## config.mk

```make
export PLATFORM = sky130hd
export DESIGN_NAME = e1_alarm_bit_inserter
export DESIGN_NICKNAME = d
export VERILOG_FILES = /design/src/rtl/e1_alarm_bit_inserter.sv
export SDC_FILE = /design/constraint.sdc
export NUM_CORES = 1
export LEC_CHECK = 0
export ABC_AREA = 1
export BUFFER_PORTS_ARGS = -buffer_cell sky130_fd_sc_hd__buf_2
export CORE_MARGIN = 4
export CORE_UTILIZATION = 33
export DETAILED_ROUTE_END_ITERATION = 6
export PLACE_DENSITY_LB_ADDON = 0.15
export SLEW_MARGIN = 30
export SYNTH_ARGS = -nofsm -noshare
export SYNTH_HDL_FRONTEND = slang
export SYNTH_SLANG_ARGS = --single-unit
```

## constraint.sdc

```tcl
create_clock -name clk -period 0.8 [get_ports clk]
set_input_delay 0.08 -clock clk [delete_from_list [all_inputs] [get_ports clk]]
set_output_delay 0.08 -clock clk [all_outputs]
set_load 0.005 [all_outputs]
```

## src/rtl/e1_alarm_bit_inserter.sv

```systemverilog
module e1_alarm_bit_inserter #(
  parameter int Y_SLOT     = 16,
  parameter int Y_BIT      = 5,
  parameter int E_BIT      = 0,
  parameter int E_FRAME_I  = 13,
  parameter int E_FRAME_II = 15
) (
  input  logic       clk,
  input  logic       rst_n,
  input  logic       tx_valid_in,
  input  logic       tx_data_in,
  input  logic [3:0] cas_frame,
  input  logic [3:0] crc_frame,
  input  logic [4:0] timeslot,
  input  logic [2:0] bit_idx,
  input  logic       e1_mode,
  input  logic       mfy_insert_en,
  input  logic       mfy_force,
  input  logic       mfy_auto_en,
  input  logic       rx_cas_mf_lost,
  input  logic       ebit_insert_en,
  input  logic       ebit_force,
  input  logic       ebit_val_i,
  input  logic       ebit_val_ii,
  input  logic       rx_crc_err_i,
  input  logic       rx_crc_err_ii,
  output logic       tx_valid_out,
  output logic       tx_data_out
);
  localparam logic [4:0] YS  = 5'(Y_SLOT);
  localparam logic [2:0] YB  = 3'(Y_BIT);
  localparam logic [2:0] EB  = 3'(E_BIT);
  localparam logic [3:0] EF1 = 4'(E_FRAME_I);
  localparam logic [3:0] EF2 = 4'(E_FRAME_II);

  logic       ts0_first, y_pos, e1_pos, e2_pos, mf_start;
  logic       y_on, e_on;
  logic [1:0] err_acc, err_rep;
  logic       next_bit;

  assign ts0_first = tx_valid_in && timeslot == 5'd0 && bit_idx == EB;
  assign y_pos     = tx_valid_in && cas_frame == 4'd0 && timeslot == YS && bit_idx == YB;
  assign e1_pos    = ts0_first && crc_frame == EF1;
  assign e2_pos    = ts0_first && crc_frame == EF2;
  assign mf_start  = ts0_first && crc_frame == 4'd0;

  assign y_on = mfy_insert_en && y_pos;
  assign e_on = ebit_insert_en && e1_mode;

  always_comb begin
    next_bit = tx_data_in;
    if (y_on)
      next_bit = mfy_force | (mfy_auto_en & rx_cas_mf_lost);
    else if (e_on && e1_pos)
      next_bit = ebit_force ? ebit_val_i : ~err_rep[0];
    else if (e_on && e2_pos)
      next_bit = ebit_force ? ebit_val_ii : ~err_rep[1];
  end

  always_ff @(posedge clk) begin
    if (!rst_n) begin
      err_acc <= 2'b00;
      err_rep <= 2'b00;
    end else if (mf_start) begin
      err_rep <= err_acc;
      err_acc <= {rx_crc_err_ii, rx_crc_err_i};
    end else begin
      err_acc <= err_acc | {rx_crc_err_ii, rx_crc_err_i};
    end
  end

  always_ff @(posedge clk) begin
    if (!rst_n) begin
      tx_valid_out <= 1'b0;
      tx_data_out  <= 1'b0;
    end else begin
      tx_valid_out <= tx_valid_in;
      tx_data_out  <= next_bit;
    end
  end
endmodule

```

# Word-level counts from Yosys, hierarchy flattened
# Index checks and enable logic that the tools add are counted.
# W data, S select, Z words.
# totals
in_bits	31
ff_bits	6
elab_cells	35
out_inout_bits	2
# op_classes
n_mux	6
n_eq_ne	4
bitwise	5
n_reduce_logical	16
# op_table
cell	n
$logic_and A1 B1 Y1	12
$eq A4 B4 Y1 const B	2
$logic_not A4 Y1	2
$eq A5 B5 Y1 const B	1
$logic_not A5 Y1	1
$mux W1	5
$eq A3 B3 Y1 const B	1
$logic_not A3 Y1	1
$mux W2	1
$not A1 Y1	2
$or A2 B2 Y2	1
$and A1 B1 Y1	1
$or A1 B1 Y1	1

# Depth between registers and ports, before layout
# depth
ltp_word	8
depth_mapped	8
mapped_depth_nobuf	8

# Worst setup path after synthesis
# No wires, ideal clock.
# synth_timing
path_kind	input to register
from	input port timeslot[3]
to	register err_rep[0]
slack_ns	-0.004
cell_stages	6
required_time_ns	0.684
setup_ns	0.116
t_arrival_ns	0.689
path_buffers	0
path_cell_list	nor2_1 -> nand2_1 -> nor2_2 -> nand3_2 -> o21ai_0 -> nor2_1
# synth_between
elab_chain_len	4
# synth_rtl
item	line_no	source
start: declaration	14	input logic [4:0] timeslot,
$logic_not A5 Y1	41	assign ts0_first = tx_valid_in && timeslot == 5'd0 && bit_idx == EB;
$logic_and A1 B1 Y1 (2 in series)	41	
$logic_and A1 B1 Y1	45	assign mf_start = ts0_first && crc_frame == 4'd0;
end signal: assignment	65	err_rep <= err_acc;
end: declaration	38	logic [1:0] err_acc, err_rep;
# No other way between the ends.
# A chain may end at the register's enable or synchronous reset.

# Worst setup path after layout
# layout_timing
from	register err_rep[1]
to	register tx_data_out
# layout_between
elab_chain_len	5
# layout_rtl
item	line_no	source
$not A1 Y1	57	next_bit = ebit_force ? ebit_val_ii : ~err_rep[1];
$mux W1	57	
$mux W1	56	else if (e_on && e2_pos)
$mux W1	54	else if (e_on && e1_pos)
$mux W1	52	if (y_on)
end signal: assignment	78	tx_data_out <= next_bit;
end: declaration	28	output logic tx_data_out
# No other way between the ends.

==> impl_metrics.csv <==
group,metric,value,unit
synth,synth.avg_cell_area,6.54,um^2
synth,seq_area_frac_synth,27.8,%
clocking,cts_hold_buffers,0,
layout,nFillCells,131,
floorplanning,coreArea,1170,um^2
detailed_routing,vias,533,
pwr,total_power,765,uW
sta,hold_viol_final,0,
floorplanning,die_area,1950,um^2
placed_design,io_buffers,32,
critical_path,path_class,"flop to flop",
critical_path,cp.arrival,0.94,ns
critical_path,slowest_delay,0.32,ns
synth,synth-simple-area-share,49.9,%
clocking,cts_tree,"built",
critical_path,crit_slowest_cell,"dfxtp_2",
detailed_routing,wire_per_inst,9.71,um
synth,synth_xor_area_share,0,%
sta,skew,0.00485,ns
sta,min_period,0.814,ns
critical_path,path_max_fanout,2,
sta,setup_viol_count_final,1,
clocking,h-tree-depth,1,
synth,synthTopCellsByArea,"dfxtp_1 (28%), nor2_1 (9.6%), inv_1 (8.7%)",
clocking,clock_sinks,6,
floorplanning,rows,12,
grt,busiest_layer,"met2",
floorplanning,floorplan.initialDensity,36.9,%
clocking,root_buffer,"clkbuf_4",
grt,overflow,0,
synth,synth_top_family_by_area,"simple AND/OR/NAND/NOR gates",
placed_design,dp_hpwl,966,um
layout,drive_gt1_share,52.9,%
placed_design,dpl-instance-area,617,um^2
detailed_routing,drc,0,
synth,synth_area,432,um^2
outcome,violations,"setup timing",
sta,timing.final.crit_share,102,%
layout,final_util,56.3,%
critical_path,path_delay_family,"flip-flops",
min_path,hp-class,"input port to flop",
grt,grt_max_degree,7,
synth,synthMuxAreaShare,0,%
detailed_routing,ant_nets,0,
floorplanning,die_width,44.2,um
critical_path,crit_required,0.93,ns
detailed_routing,vias_per_cell,4.59,
grt,grt_pass1_vias,517,
sta,worst_slew_pin_slew,0.255,ns
clocking,clk_path_buf_depth,2,
layout,antenna_cells,0,
layout,fin_area,659,um^2
synth,synth-compound-area-share,11.9,%
layout,layout_commonest_cell,"buf_2",
clocking,post_cts_buffers,0,
synth,synth_fa_ha_area_share,0,%
grt,grt.total_usage,12.6,%
grt,antenna_found_initial,0,
synth,synth_warnings,0,
layout,layout_common_cells,"buf_2 (32), nor2_1 (11), inv_1 (10)",
grt,use_met2,23.3,%
sta,fmax,1230,MHz
pwr,ir_drop,0.00121,V
pwr,p_leak,0.000334,uW
synth,syn_inst,66,
synth,syn_nets,97,
grt,use_met3,6.91,%
placed_design,post-place-ws,-0.235,ns
detailed_routing,drt-total-wl,1130,um
critical_path,end_kind,"flop",
synth,yosysTopAreaCell,"dfxtp_1",
outcome,status,"finished, violations left",
layout,areaGrowthSynthToFinish,52.8,%
detailed_routing,first_iter_violations,4,
pwr,pwr_density_cell,1160,nW/um^2
critical_path,cp-start-kind,"flop",
placed_design,gp_congestion,0.699,
clocking,numCtsBuffers,3,
flow_run,maxCapViolCount,0,
floorplanning,ioPinCount,33,
critical_path,path_cells,"nor2_1 > a21oi_1 > nand3_1 > nand3_2 > a21oi_2",
floorplanning,die_y,44.2,um
sta,drv_slew,0,
clocking,path_clk_slew,0.05,ns
critical_path,worst-path-buf-inv,0,
synth,synthDistinctLibCells,18,
sta,setup_slack,-0.0140,ns
layout,finalNetCount,135,
detailed_routing,drt_pass1_iterations,4,
clocking,clock_latency,0.24,ns
sta,timing.slew.headroom,82.9,%
synth,synth-seq-cells,6,
grt,grt_pass1_wl,1880,um
sta,rsz0062_at_grt,"true",
synth,synth_top_area_share,27.8,%
grt,grt_use_met1,13.3,%
## final cells by class
class / instances / area [um^2] / share of cell area, %
multi-input combinational: 48 / 284 / 43.1
timing repair buffer: 33 / 168 / 25.4
sequential: 6 / 123 / 18.6
inverter: 12 / 45.0 / 6.83
clock buffer: 3 / 22.5 / 3.42
tap: 14 / 17.5 / 2.66
## synthesized netlist by cell type, drive strengths merged
cell / n
a21o: 1
inv: 12
nand3: 7
nand2: 11
dfxtp: 6
nand3b: 1
nor3: 3
nor4: 1
a21oi: 4
o21ai: 4
nand4: 1
nor2: 15
## final timing paths
path | startpoint | slack, ns | cells past startpoint | to
worst min-delay path | tx_valid_in | 0.04 | 3 | tx_valid_out
worst max-delay path | err_rep[1] | -0.01 | 5 | tx_data_out
worst min register to register | err_acc[0] | 0.49 | 2 | err_acc[0]
worst max register to register | err_rep[1] | -0.01 | 5 | tx_data_out
## tightest hold or removal path, stage by stage
cell and delay [ns]:
buf_2 0.09, nand2_1 0.04, inv_1 0.04
## layer usage
| layer | part of all wire (%) | wire length [um] |
|---|---|---|
| met5 | 0 | 0 |
| met4 | 0 | 0 |
| met3 | 11 | 126 |
| met2 | 48 | 535 |
| met1 | 41 | 465 |
## report_power, final
| group | leakage, uW | switching (uW) | internal (uW) |
|---|---|---|---|
| combinational | 0.000270 | 83.4 | 90.4 |
| clock | 0.0000138 | 104 | 169 |
| sequential | 0.0000506 | 5.01 | 313 |
| total | 0.000334 | 193 | 572 |
## cells by family (layout without fill, tap and decap cells)
group / count (synthesis) / in the layout
simple gates: 39 / 39
buf+inv: 12 / 48
compound gates: 9 / 9
flops: 6 / 6
## metrics by stage
stage / TNS (ns) / hold WS (ns) / cells
final: -0.0140 / 0.0391 / 116
after global routing: -0.267 / 0.0419 / 116
after CTS: -0.0236 / 0.0382 / 116
after detailed placement: -1.05 / 0.290 / 113
after global placement: -0.912 / 0.286 / 113
after floorplan: -0.00895 / 0.173 / 66
## what timing repair did
action                                 in CTS  in global routing
resized for setup                           4                  5
endpoints found under the hold margin       0                  0
setup endpoints to repair                   1                  5
pin swaps                                   6                  0
## state kept, by name, indices dropped and copies added, names as in the netlist
register	cells
tx_valid_out	1
err_acc	2
err_rep	2
tx_data_out	1
Note: power is estimated with default switching activity, not from simulation.
